--- config.mk ---
export PLATFORM = sky130hd
export DESIGN_NAME = ep_ctl_bank
export DESIGN_NICKNAME = d
export VERILOG_FILES = /design/src/rtl/ep_ctl_pkg.sv /design/src/rtl/ep_ctl_wr_decode.sv /design/src/rtl/ep_ctl_slice.sv /design/src/rtl/ep_ctl_bank.sv
export SDC_FILE = /design/constraint.sdc
export NUM_CORES = 1
export LEC_CHECK = 0
export BUFFER_PORTS_ARGS = -buffer_cell sky130_fd_sc_hd__clkbuf_2
export CAP_MARGIN = 5
export CORE_MARGIN = 2
export CORE_UTILIZATION = 43
export DETAILED_ROUTE_END_ITERATION = 16
export GPL_ROUTABILITY_DRIVEN = 1
export GPL_TIMING_DRIVEN = 0
export PLACE_DENSITY = 0.81
export SYNTH_ARGS = -nofsm -noshare
export SYNTH_HDL_FRONTEND = slang
export SYNTH_SLANG_ARGS = --single-unit
--- constraint.sdc ---
create_clock -name clk -period 2.3 [get_ports clk]
set_input_delay 0.46 -clock clk [delete_from_list [all_inputs] [get_ports clk]]
set_output_delay 0.46 -clock clk [all_outputs]
set_load 0.01 [all_outputs]
--- src/rtl/ep_ctl_pkg.sv ---
// Shared definitions for the endpoint control bank.
// Assumes the bit positions below are decoded identically by software.
package ep_ctl_pkg;
    localparam int unsigned BIT_STALL = 19;
    localparam int unsigned BIT_TOG   = 18;
    localparam int unsigned BIT_NYET  = 17;
    localparam int unsigned BIT_DMAP  = 16;

    typedef struct packed {
        logic stall;
        logic tog;
        logic nyet;
        logic dmap;
    } ctl_t;

    // Pulls the four control bits out of a data word
    function automatic ctl_t ctl_from_word(input logic [31:0] w);
        ctl_t c;
        c.stall = w[BIT_STALL];
        c.tog   = w[BIT_TOG];
        c.nyet  = w[BIT_NYET];
        c.dmap  = w[BIT_DMAP];
        return c;
    endfunction
endpackage

--- src/rtl/ep_ctl_wr_decode.sv ---
// Turns the shared set/clear strobes and endpoint index into per-endpoint
// enables. Assumes indices at or above NUM_EP address nothing.
module ep_ctl_wr_decode #(
    parameter int unsigned NUM_EP = 10,
    parameter int unsigned EP_W   = 4
) (
    input  logic              clk,
    input  logic              rst_n,
    input  logic              set_we,
    input  logic              clr_we,
    input  logic [EP_W-1:0]   wr_ep,
    output logic [NUM_EP-1:0] set_en,
    output logic [NUM_EP-1:0] clr_en
);
    logic in_range;

    // Flags an index that names a real endpoint
    always_comb in_range = (32'(wr_ep) < NUM_EP);

    for (genvar e = 0; e < NUM_EP; e++) begin : g_dec
        // One enable per endpoint for each port
        always_comb begin
            set_en[e] = set_we && in_range && (32'(wr_ep) == e);
            clr_en[e] = clr_we && in_range && (32'(wr_ep) == e);
        end
    end

    p_onehot_set_r10: assert property (@(posedge clk) disable iff (!rst_n)
        $onehot0(set_en));
    p_onehot_clr_r10: assert property (@(posedge clk) disable iff (!rst_n)
        $onehot0(clr_en));
    p_range_r10: assert property (@(posedge clk) disable iff (!rst_n)
        (32'(wr_ep) >= NUM_EP) |-> (set_en == '0 && clr_en == '0));
endmodule

--- src/rtl/ep_ctl_slice.sv ---
// Control flags of one endpoint. Assumes set_en/clr_en come from the
// decoder and setup_rx is a one-cycle strobe. Clear and SETUP beat set.
module ep_ctl_slice
    import ep_ctl_pkg::*;
(
    input  logic clk,
    input  logic rst_n,
    input  logic set_en,
    input  logic clr_en,
    input  ctl_t set_bits,
    input  ctl_t clr_bits,
    input  logic setup_rx,
    output logic stall_q,
    output logic nyet_q,
    output logic dmap_q,
    output logic tog_q
);
    ctl_t s, c;

    // Gates the data bits by their strobes
    always_comb begin
        s = set_en ? set_bits : '0;
        c = clr_en ? clr_bits : '0;
    end

    // Flag registers with clear-over-set priority
    always_ff @(posedge clk) begin
        if (!rst_n) begin
            stall_q <= 1'b0;
            nyet_q  <= 1'b0;
            dmap_q  <= 1'b0;
            tog_q   <= 1'b0;
        end else begin
            if (c.stall || setup_rx) stall_q <= 1'b0;
            else if (s.stall)        stall_q <= 1'b1;
            if (c.nyet)      nyet_q <= 1'b0;
            else if (s.nyet) nyet_q <= 1'b1;
            if (c.dmap)      dmap_q <= 1'b0;
            else if (s.dmap) dmap_q <= 1'b1;
            tog_q <= s.tog && !c.tog;
        end
    end

    p_setup_wins_r4: assert property (@(posedge clk) disable iff (!rst_n)
        setup_rx |=> !stall_q);
    p_clr_wins_r8: assert property (@(posedge clk) disable iff (!rst_n)
        (clr_en && clr_bits.nyet) |=> !nyet_q);
    p_stall_hold_r2: assert property (@(posedge clk) disable iff (!rst_n)
        (!set_en && !clr_en && !setup_rx) |=> $stable(stall_q));
    p_tog_cause_r5: assert property (@(posedge clk) disable iff (!rst_n)
        tog_q |-> $past(set_en && set_bits.tog));
    p_setup_keep_r12: assert property (@(posedge clk) disable iff (!rst_n)
        (setup_rx && !set_en && !clr_en) |=> ($stable(nyet_q) && $stable(dmap_q)));
endmodule

--- src/rtl/ep_ctl_bank.sv ---
// Top of the endpoint control bank: decoder, one slice per endpoint and
// the mask-view read mux. Assumes the mask view is read combinationally.
module ep_ctl_bank
    import ep_ctl_pkg::*;
#(
    parameter int unsigned NUM_EP = 10,
    parameter int unsigned DATA_W = 32,
    localparam int unsigned EP_W  = (NUM_EP > 1) ? $clog2(NUM_EP) : 1
) (
    input  logic              clk,
    input  logic              rst_n,
    input  logic              set_we,
    input  logic              clr_we,
    input  logic [EP_W-1:0]   wr_ep,
    input  logic [DATA_W-1:0] set_data,
    input  logic [DATA_W-1:0] clr_data,
    input  logic [NUM_EP-1:0] setup_rx,
    input  logic [EP_W-1:0]   rd_ep,
    output logic [DATA_W-1:0] rd_view,
    output logic [NUM_EP-1:0] stall_req,
    output logic [NUM_EP-1:0] nyet_off,
    output logic [NUM_EP-1:0] dma_pause,
    output logic [NUM_EP-1:0] tog_pulse
);
    logic [NUM_EP-1:0] set_en, clr_en;
    ctl_t set_bits, clr_bits;

    // Extracts the control fields once for all slices
    always_comb begin
        set_bits = ctl_from_word(32'(set_data));
        clr_bits = ctl_from_word(32'(clr_data));
    end

    ep_ctl_wr_decode #(.NUM_EP(NUM_EP), .EP_W(EP_W)) u_dec (
        .clk(clk), .rst_n(rst_n), .set_we(set_we), .clr_we(clr_we),
        .wr_ep(wr_ep), .set_en(set_en), .clr_en(clr_en)
    );

    for (genvar e = 0; e < NUM_EP; e++) begin : g_ep
        ep_ctl_slice u_slice (
            .clk(clk), .rst_n(rst_n),
            .set_en(set_en[e]), .clr_en(clr_en[e]),
            .set_bits(set_bits), .clr_bits(clr_bits),
            .setup_rx(setup_rx[e]),
            .stall_q(stall_req[e]), .nyet_q(nyet_off[e]),
            .dmap_q(dma_pause[e]), .tog_q(tog_pulse[e])
        );
    end

    // Builds the mask view; toggle reset is never held so reads zero
    always_comb begin
        rd_view = '0;
        if (32'(rd_ep) < NUM_EP) begin
            rd_view[BIT_STALL] = stall_req[rd_ep];
            rd_view[BIT_NYET]  = nyet_off[rd_ep];
            rd_view[BIT_DMAP]  = dma_pause[rd_ep];
        end
    end

    p_oor_write_r10: assert property (@(posedge clk) disable iff (!rst_n)
        (32'(wr_ep) >= NUM_EP && setup_rx == '0) |=>
        ($stable(stall_req) && $stable(nyet_off) && $stable(dma_pause)));
    p_pulse_single_r5: assert property (@(posedge clk) disable iff (!rst_n)
        (tog_pulse != '0 && !set_we) |=> (tog_pulse == '0));
endmodule

==> impl_metrics.csv, run 1 <==
group,metric,value,unit
routing,wl_per_cell,14.8,microns
timing,worst_slew_pin_slew,0.728,ns
global_route,antenna_found_initial,0,
synth,synthSimpleGateAreaFrac,0.109,
place,placed_cells,427,
timing,slew_viol_final,0,
clock_tree,insertion_delay,0.30,ns
floorplan,die_area,0.00626,sq mm
critical_path,r2r-start,"g_ep[1].u_slice.stall_q$_SDFFE_PP0P_",
synth,syn-mean-instance-area,9.23,sq um
critical_path,crit_arrival,1.77,ns
critical_path,worst_setup_path_start_kind,"input pin",
place,place_area,0.00294,sq mm
finish,syn2layout_area_growth,25.7,%
timing,fin_ws,0.0750,ns
synth,netlist_instances,263,
clock_tree,cts_max_level,2,
floorplan,pin_count,158,
clock_tree,cts_tree,"yes",
clock_tree,cts_buffer_depth,2,
floorplan,die_y,79.1,microns
global_route,grt_pass1_wl,9960,microns
finish,antennaDiodeCount,0,
critical_path,cp-startpoint,"rd_ep[1]",
floorplan,core_area,0.00547,sq mm
routing,dr.pass1.iters,4,
power_and_ir_drop,peakVddDrop,0.247,mV
job,cap_violations,0,
worst_hold_path,hp-class,"in2reg",
timing,fin_hold_ws,0.328,ns
routing,ant_nets,0,
synth,ys_seq_area_frac,0.330,
timing,fin_skew,0,ns
place,gp_congestion,0.883,
worst_hold_path,min-delay-start,"setup_rx[2]",
clock_tree,cts_made_buffers,5,
synth,muxShareOfSynthArea,0.0660,
timing,rsz0062_at_grt,"false",
floorplan,fp-row-count,27,
critical_path,worst-setup-path-type,"in2out",
finish,mostFrequentLayoutCells,"74 x buf_4, 64 x clkbuf_2, 40 x dfxtp_1, 31 x a31oi_1, 29 x conb_1",
floorplan,start_util,0.444,
global_route,grt_pass1_vias,2084,
clock_tree,clk_pin_slew_worst_paths,0.07,ns
critical_path,critPathMaxStageDelay,0.56,ns
finish,final_common_cell,"buf_4",
routing,num_vias,2220,
floorplan,fp.dieW,79.1,microns
finish,final_core_util,0.557,
routing,viasPerCell,5.10,
power_and_ir_drop,leakage,1.41,nW
global_route,grt_overflow,0,
synth,syn_area,0.00243,sq mm
clock_tree,hold_buffers,0,
power_and_ir_drop,design_power_total,1.52,mW
critical_path,end_kind,"output pin",
place,port_buffers,64,
synth,synth_top_family_by_area,"buffers and inverters",
synth,synth.distinct_cells,36,
synth,synth_compound_area_frac,0.232,
routing,drtIter0Drc,242,
finish,fin_nets,448,
timing,finalHoldViolCount,0,
place,pre_cts_slack,0.0849,ns
clock_tree,ctsResizeCount,0,
timing,post-route-period-util,0.967,
clock_tree,clock-root-buffer,"clkbuf_8",
synth,synth-xor-area-share,0,
timing,finalSetupTns,0,ns
run_status,run_status,"finished, final reports clean",
timing,fmax,0.449,GHz
finish,stdcell_area,0.00305,sq mm
global_route,grt_max_degree,13,
critical_path,path_cells,"clkbuf_1 > mux4_2 > a2bb2oi_1 > o2bb2ai_1 > clkbuf_2",
synth,yosys_warnings,0,
synth,synthAdderAreaFrac,0,
critical_path,crit_required,1.84,ns
critical_path,r2r_setup_slack,1.37,ns
global_route,track_usage,0.202,
clock_tree,cts.sink_count,40,
timing,setup_violations,0,
routing,drc_errors,0,
finish,layout-drive-gt1-share,0.471,
critical_path,critical_path.max_fanout,8,
timing,min_period,2.23,ns
critical_path,slowest_stage,"mux4_2",
place,dp_hpwl,4890,microns
synth,ys_ff_latch,40,
finish,stdcell_count,435,
clock_tree,post_cts_buffers,0,
timing,relSlewSlack,0.515,
routing,totalWireLength,6430,microns
power_and_ir_drop,p_per_area,498,mW/mm^2
worst max-delay path: cells and delay by family:
| family | cells | cell delay, ns |
|---|---|---|
| muxes | 1 | 0.56 |
| buffers and inverters | 2 | 0.48 |
| AOI/OAI and AO/OA | 2 | 0.26 |
layout make-up:
type | instances | area, sq um
Fill cell | 537 | 2420
Multi-Input combinational cell | 159 | 1100
Sequential cell | 40 | 801
Buffer | 90 | 628
Timing Repair Buffer | 64 | 320
Tap cell | 72 | 90.1
Clock buffer | 6 | 72.6
Clock inverter | 2 | 35.0
Inverter | 2 | 7.51
sequential cells by signal, indices dropped and copies added, names as in the netlist:
register / cells
g_ep.u_slice.dmap_q: 10
g_ep.u_slice.nyet_q: 10
g_ep.u_slice.stall_q: 10
g_ep.u_slice.tog_q: 10
metal layers:
layer  up-vias  part of all wire  track usage
li1       1058                 -            -
met1      1041              0.43        0.259
met2       112              0.47        0.319
met3         9             0.090       0.0443
met4         0             0.016        0.102
met5         -                 0            0
report_power, final:
group | switching [mW] | internal, mW
Clock | 0.250 | 0.322
Sequential | 0.00484 | 0.698
Combinational | 0.142 | 0.103
cell usage after synthesis (all sizes together):
| master | number | area [sq um] |
|---|---|---|
| a2111oi | 10 | 140 |
| a211oi | 20 | 150 |
| a21oi | 1 | 5.00 |
| a2bb2oi | 1 | 8.76 |
| a31o | 3 | 26.3 |
| a31oi | 31 | 194 |
| and2 | 3 | 21.3 |
| and3b | 1 | 8.76 |
| and4bb | 1 | 16.3 |
| buf | 82 | 598 |
| clkbuf | 8 | 30.0 |
| conb | 1 | 3.75 |
| dfxtp | 40 | 801 |
| inv | 2 | 7.51 |
| mux2 | 2 | 22.5 |
| mux2i | 7 | 70.1 |
| mux4 | 3 | 67.6 |
| nand2 | 12 | 45.0 |
| nand2b | 3 | 18.8 |
| nand3b | 1 | 7.51 |
| nand4 | 1 | 6.26 |
| nor2 | 17 | 66.3 |
| nor2b | 2 | 12.5 |
| nor3 | 2 | 10.0 |
| nor3b | 1 | 18.8 |
| nor4b | 1 | 23.8 |
| o21ai | 1 | 5.00 |
| o22ai | 4 | 25.0 |
| o2bb2ai | 1 | 8.76 |
| or3b | 1 | 8.76 |
path summary, 6_finish.rpt:
path,to,depth (start not counted)
max,rd_view[16],5
min,g_ep[2].u_slice.stall_q$_SDFFE_PP0P_,2
max reg2reg,g_ep[1].u_slice.stall_q$_SDFFE_PP0P_,2
min reg2reg,g_ep[0].u_slice.nyet_q$_SDFFE_PP0P_,2
cell families (layout without fill, tap and decap cells):
| group | count (synthesis) | in the layout |
|---|---|---|
| buffers and inverters | 92 | 164 |
| AOI/OAI and AO/OA | 72 | 72 |
| muxes | 12 | 12 |
| DFF | 40 | 40 |
| and+or+nand+nor | 46 | 46 |
| other | 1 | 29 |
Power figures use the tool's default switching activity.
==> run 2: changes to the inputs <==
--- a/config.mk
+++ b/config.mk
@@ -9,10 +9,12 @@
 export CAP_MARGIN = 5
 export CORE_MARGIN = 2
 export CORE_UTILIZATION = 43
+export CTS_BUF_LIST = sky130_fd_sc_hd__clkbuf_16
 export DETAILED_ROUTE_END_ITERATION = 16
 export GPL_ROUTABILITY_DRIVEN = 1
 export GPL_TIMING_DRIVEN = 0
-export PLACE_DENSITY = 0.81
+export PLACE_DENSITY_LB_ADDON = 0.15
+export SLEW_MARGIN = 20
 export SYNTH_ARGS = -nofsm -noshare
 export SYNTH_HDL_FRONTEND = slang
 export SYNTH_SLANG_ARGS = --single-unit
==> run 2 against run 1 <==
Compared with the run above:
- sequential cell count stayed put
- via count fell by 3.8%
- final cell count did not move
- global-route usage decreased by 0.75 points
- highest routed layer unchanged
==> impl_metrics.csv, run 2 (same netlist as run 1, synthesis figures left out) <==
group,metric,value,unit
run_status,run_status,"finished, final reports clean",
finish,syn2layout_area_growth,28.0,%
timing,fmax,0.459,GHz
finish,stdcell_count,435,
timing,fin_skew,0,ns
routing,dr.pass1.iters,4,
timing,slew_viol_final,0,
finish,antennaDiodeCount,0,
routing,viasPerCell,4.91,
timing,setup_violations,0,
timing,finalHoldViolCount,0,
floorplan,die_y,79.1,microns
timing,worst_slew_pin_slew,0.681,ns
timing,rsz0062_at_grt,"false",
floorplan,core_area,0.00547,sq mm
timing,post-route-period-util,0.948,
finish,final_common_cell,"buf_4",
critical_path,worst-setup-path-type,"in2out",
place,placed_cells,427,
critical_path,crit_cells,5,
global_route,grt_pass1_vias,1964,
worst_hold_path,hp-class,"in2reg",
clock_tree,cts_buffer_depth,2,
worst_hold_path,hold_depth,2,
finish,fin_nets,448,
critical_path,path_cells,"clkbuf_1 > mux4_2 > a2bb2oi_1 > o2bb2ai_1 > clkbuf_2",
critical_path,critPathMaxStageDelay,0.55,ns
critical_path,r2r-start,"g_ep[1].u_slice.stall_q$_SDFFE_PP0P_",
global_route,grt_pass1_wl,9410,microns
timing,finalSetupTns,0,ns
finish,layout-drive-gt1-share,0.471,
power_and_ir_drop,p_per_area,552,mW/mm^2
finish,final_core_util,0.568,
worst_hold_path,min-delay-start,"setup_rx[1]",
clock_tree,clk_pin_slew_worst_paths,0.06,ns
job,cap_violations,0,
finish,stdcell_area,0.00311,sq mm
power_and_ir_drop,peakVddDrop,0.420,mV
place,dp_hpwl,4760,microns
global_route,antenna_found_initial,0,
routing,num_vias,2135,
routing,drtIter0Drc,183,
critical_path,path_buf_inv,2,
routing,ant_nets,0,
floorplan,fp.dieW,79.1,microns
clock_tree,clock-root-buffer,"clkbuf_16",
place,gp_congestion,0.883,
global_route,grt_max_degree,13,
critical_path,crit_required,1.84,ns
clock_tree,insertion_delay,0.28,ns
clock_tree,cts_max_level,2,
clock_tree,hold_buffers,0,
place,place_area,0.00294,sq mm
critical_path,critical_path.max_fanout,8,
clock_tree,cts_made_buffers,5,
critical_path,cpLargestDelayFamily,"multiplexers",
routing,drc_errors,0,
critical_path,slowest_stage,"mux4_2",
floorplan,pin_count,158,
floorplan,start_util,0.444,
routing,totalWireLength,6100,microns
critical_path,crit_arrival,1.72,ns
global_route,track_usage,0.195,
routing,wl_per_cell,14.0,microns
clock_tree,ctsResizeCount,0,
timing,relSlewSlack,0.546,
finish,mostFrequentLayoutCells,"74 x buf_4, 64 x clkbuf_2, 40 x dfxtp_1, 31 x a31oi_1, 29 x conb_1",
critical_path,end_kind,"output pin",
critical_path,worst_setup_path_start_kind,"input pin",
clock_tree,post_cts_buffers,0,
clock_tree,cts_tree,"yes",
floorplan,die_area,0.00626,sq mm
floorplan,fp-row-count,27,
timing,min_period,2.18,ns
timing,fin_hold_ws,0.343,ns
place,port_buffers,64,
critical_path,cp-startpoint,"rd_ep[1]",
power_and_ir_drop,leakage,1.44,nW
global_route,grt_overflow,0,
clock_tree,cts.sink_count,40,
critical_path,reg2reg_depth,2,
## run 2: cell types whose count changed in the layout (fill, tap and decap cells not counted)
cell       previous run  this run
clkbuf_16             0         5
inv_1                 2         3
clkbuf_8              5         0
clkbuf_1              9         8
## run 2: final timing paths
path	end	slack (ns)
max	rd_view[16]	0.12
min	g_ep[1].u_slice.stall_q$_SDFFE_PP0P_	0.34
max reg2reg	g_ep[1].u_slice.stall_q$_SDFFE_PP0P_	1.40
min reg2reg	g_ep[4].u_slice.nyet_q$_SDFFE_PP0P_	0.56
## run 2: layer usage
metal  vias to the layer above  wire (microns)  track usage
met4                         0              59       0.0845
met3                         6             563       0.0443
met2                        96            2910        0.315
met5                         -               0            0
met1                       978            2570        0.248
li1                       1055               -            -
## run 2: cell type report
type | instances | area (sq um)
fillers | 523 | 2370
clock buffers | 5 | 125
plain buffers | 90 | 628
inverters | 2 | 7.51
flip-flops and latches | 40 | 801
multi-input cells | 159 | 1100
well taps | 72 | 90.1
clock inverters | 3 | 38.8
repair buffers | 64 | 320
## run 2: per-stage QoR
stage                     total power, mW  setup WS [ns]
after detailed placement            0.959          0.110
after floorplan                     0.888          0.326
final                                1.71          0.120
after CTS                            1.72          0.119
after global routing                 1.77         0.0617
after global placement              0.957          0.129
## run 2: where the power goes
group / leakage (nW) / switching [mW] / total, mW / internal, mW
logic: 1.03 / 0.140 / 0.242 / 0.103
registers: 0.323 / 0.00471 / 0.704 / 0.699
clock network: 0.0850 / 0.262 / 0.768 / 0.505
==> run 3: changes to the inputs <==
--- a/config.mk
+++ b/config.mk
@@ -12,7 +12,6 @@
 export CTS_BUF_LIST = sky130_fd_sc_hd__clkbuf_16
 export DETAILED_ROUTE_END_ITERATION = 16
 export GPL_ROUTABILITY_DRIVEN = 1
-export GPL_TIMING_DRIVEN = 0
 export PLACE_DENSITY_LB_ADDON = 0.15
 export SLEW_MARGIN = 20
 export SYNTH_ARGS = -nofsm -noshare
==> run 3 against run 2 <==
Compared with the run above:
- register-to-register slack about the same
- critical path type unchanged
- count of clock-buffer cells in the layout unchanged
- setup slack improved by 0.11 ns
- sequential share of layout area up 5.7 points
- clock power fell by 12%
- power is 8.3% lower
==> impl_metrics.csv, run 3 (same netlist as run 1, synthesis figures left out) <==
group,metric,value,unit
run_status,run_status,"finished, final reports clean",
place,pre_cts_slack,0.209,ns
routing,wl_per_cell,16.2,microns
global_route,grt_overflow,0,
clock_tree,ctsResizeCount,0,
clock_tree,cts.sink_count,40,
critical_path,worst_setup_path_start_kind,"input pin",
critical_path,r2r_setup_slack,1.40,ns
clock_tree,insertion_delay,0.28,ns
timing,relSlewSlack,0.602,
global_route,track_usage,0.189,
finish,layout-drive-gt1-share,0.373,
place,dp_hpwl,4470,microns
floorplan,die_y,79.1,microns
place,place_area,0.00240,sq mm
timing,fin_hold_ws,0.345,ns
global_route,grt_pass1_wl,9190,microns
clock_tree,cts_max_level,2,
critical_path,end_kind,"output pin",
routing,viasPerCell,5.38,
routing,totalWireLength,5810,microns
critical_path,reg2reg_depth,2,
finish,fin_nets,372,
floorplan,pin_count,158,
critical_path,critical_path.max_fanout,7,
clock_tree,hold_buffers,0,
critical_path,critPathMaxStageDelay,0.36,ns
critical_path,path_cells,"clkbuf_2 > buf_4 > mux2_2 > o22ai_1 > o22ai_1 > clkbuf_2",
finish,final_core_util,0.465,
finish,antennaDiodeCount,0,
floorplan,core_area,0.00547,sq mm
power_and_ir_drop,p_int,1.16,mW
critical_path,cp-startpoint,"rd_ep[0]",
power_and_ir_drop,seq_power_share,0.448,
clock_tree,clock-root-buffer,"clkbuf_16",
timing,worst_slew_pin_slew,0.595,ns
power_and_ir_drop,p_per_area,618,mW/mm^2
timing,post-route-period-util,0.901,
clock_tree,cts_tree,"yes",
timing,fin_ws,0.227,ns
critical_path,crit_end,"rd_view[17]",
timing,min_period,2.07,ns
critical_path,worst_r2r_endpoint,"g_ep[1].u_slice.stall_q$_SDFFE_PP0P_",
finish,syn2layout_area_growth,4.79,%
critical_path,worst-setup-path-type,"in2out",
routing,ant_nets,0,
timing,slew_viol_final,0,
power_and_ir_drop,combinationalPowerShare,0.122,
clock_tree,cts_buffer_depth,2,
critical_path,r2r-start,"g_ep[1].u_slice.stall_q$_SDFFE_PP0P_",
routing,drc_errors,0,
finish,fillCellCount,572,
place,gp_congestion,0.847,
worst_hold_path,hp-class,"in2reg",
power_and_ir_drop,peakVddDrop,0.276,mV
global_route,grt_max_degree,31,
clock_tree,clk_pin_slew_worst_paths,0.06,ns
finish,stdcell_area,0.00254,sq mm
critical_path,crit_required,1.84,ns
timing,finalSetupTns,0,ns
place,port_buffers,72,
floorplan,start_util,0.444,
routing,drtIter0Drc,111,
critical_path,slowest_stage,"mux2_2",
power_and_ir_drop,leakage,1.05,nW
finish,final_common_cell,"clkbuf_2",
timing,rsz0062_at_grt,"false",
clock_tree,post_cts_buffers,0,
timing,finalHoldViolCount,0,
timing,fmax,0.482,GHz
timing,fin_skew,0,ns
clock_tree,cts_made_buffers,5,
global_route,grt_pass1_vias,1784,
routing,dr.pass1.iters,4,
power_and_ir_drop,clockPowerShare,0.430,
power_and_ir_drop,netSwitchingPower,0.410,mW
routing,num_vias,1932,
floorplan,fp.dieW,79.1,microns
job,cap_violations,0,
timing,setup_violations,0,
floorplan,die_area,0.00626,sq mm
finish,mostFrequentLayoutCells,"72 x clkbuf_2, 40 x dfxtp_1, 31 x a31oi_1, 29 x conb_1, 20 x a211oi_1",
critical_path,crit_arrival,1.61,ns
global_route,antenna_found_initial,0,
power_and_ir_drop,swShare,0.261,
floorplan,fp-row-count,27,
-- run 3: power by group through the flow --
stage	Combinational, mW	Sequential, mW	Clock [mW]
after global routing	0.211	0.704	0.724
after detailed placement	0.190	0.719	0
final	0.192	0.704	0.676
after floorplan	0.171	0.717	0
after CTS	0.191	0.704	0.687
after global placement	0.191	0.719	0
-- run 3: stage by stage --
step,std cells,total power [mW]
final,359,1.57
after floorplan,291,0.888
after detailed placement,351,0.909
after global routing,359,1.64
after global placement,351,0.910
after CTS,359,1.58
-- run 3: critical path: cells and delay by family --
family / cells / cell delay, ns
buf+inv: 3 / 0.54
compound gates: 2 / 0.24
mux: 1 / 0.36
-- run 3: metal layers --
layer / vias up / routed length (microns) / GRT usage
met5: - / 0 / 0
met4: 0 / 119 / 0.0828
met3: 11 / 620 / 0.0318
met2: 121 / 2600 / 0.288
met1: 892 / 2470 / 0.263
li1: 908 / - / -
-- run 3: worst min-delay path by stage --
stage                                   startpoint                                   end  slack, ns  depth (start not counted)
4_1_cts                                setup_rx[6]  g_ep[6].u_slice.stall_q$_SDFFE_PP0P_       0.34                          2
3_5_place_dp   g_ep[5].u_slice.nyet_q$_SDFFE_PP0P_   g_ep[5].u_slice.nyet_q$_SDFFE_PP0P_       0.56                          2
2_1_floorplan  g_ep[5].u_slice.nyet_q$_SDFFE_PP0P_   g_ep[5].u_slice.nyet_q$_SDFFE_PP0P_       0.53                          2
5_1_grt                                setup_rx[7]  g_ep[7].u_slice.stall_q$_SDFFE_PP0P_       0.35                          2
3_3_place_gp   g_ep[4].u_slice.nyet_q$_SDFFE_PP0P_   g_ep[4].u_slice.nyet_q$_SDFFE_PP0P_       0.55                          2
6_report                               setup_rx[0]  g_ep[0].u_slice.stall_q$_SDFFE_PP0P_       0.35                          2
-- run 3: cell type report --
| class | count | area, sq um | share of cell area |
|---|---|---|---|
| Sequential cell | 40 | 801 | 0.315 |
| Inverter | 2 | 7.51 | 0.00295 |
| Tap cell | 72 | 90.1 | 0.0354 |
| Timing Repair Buffer | 78 | 405 | 0.159 |
| Clock inverter | 3 | 18.8 | 0.00738 |
| Clock buffer | 5 | 125 | 0.0492 |
| Multi-Input combinational cell | 159 | 1100 | 0.431 |
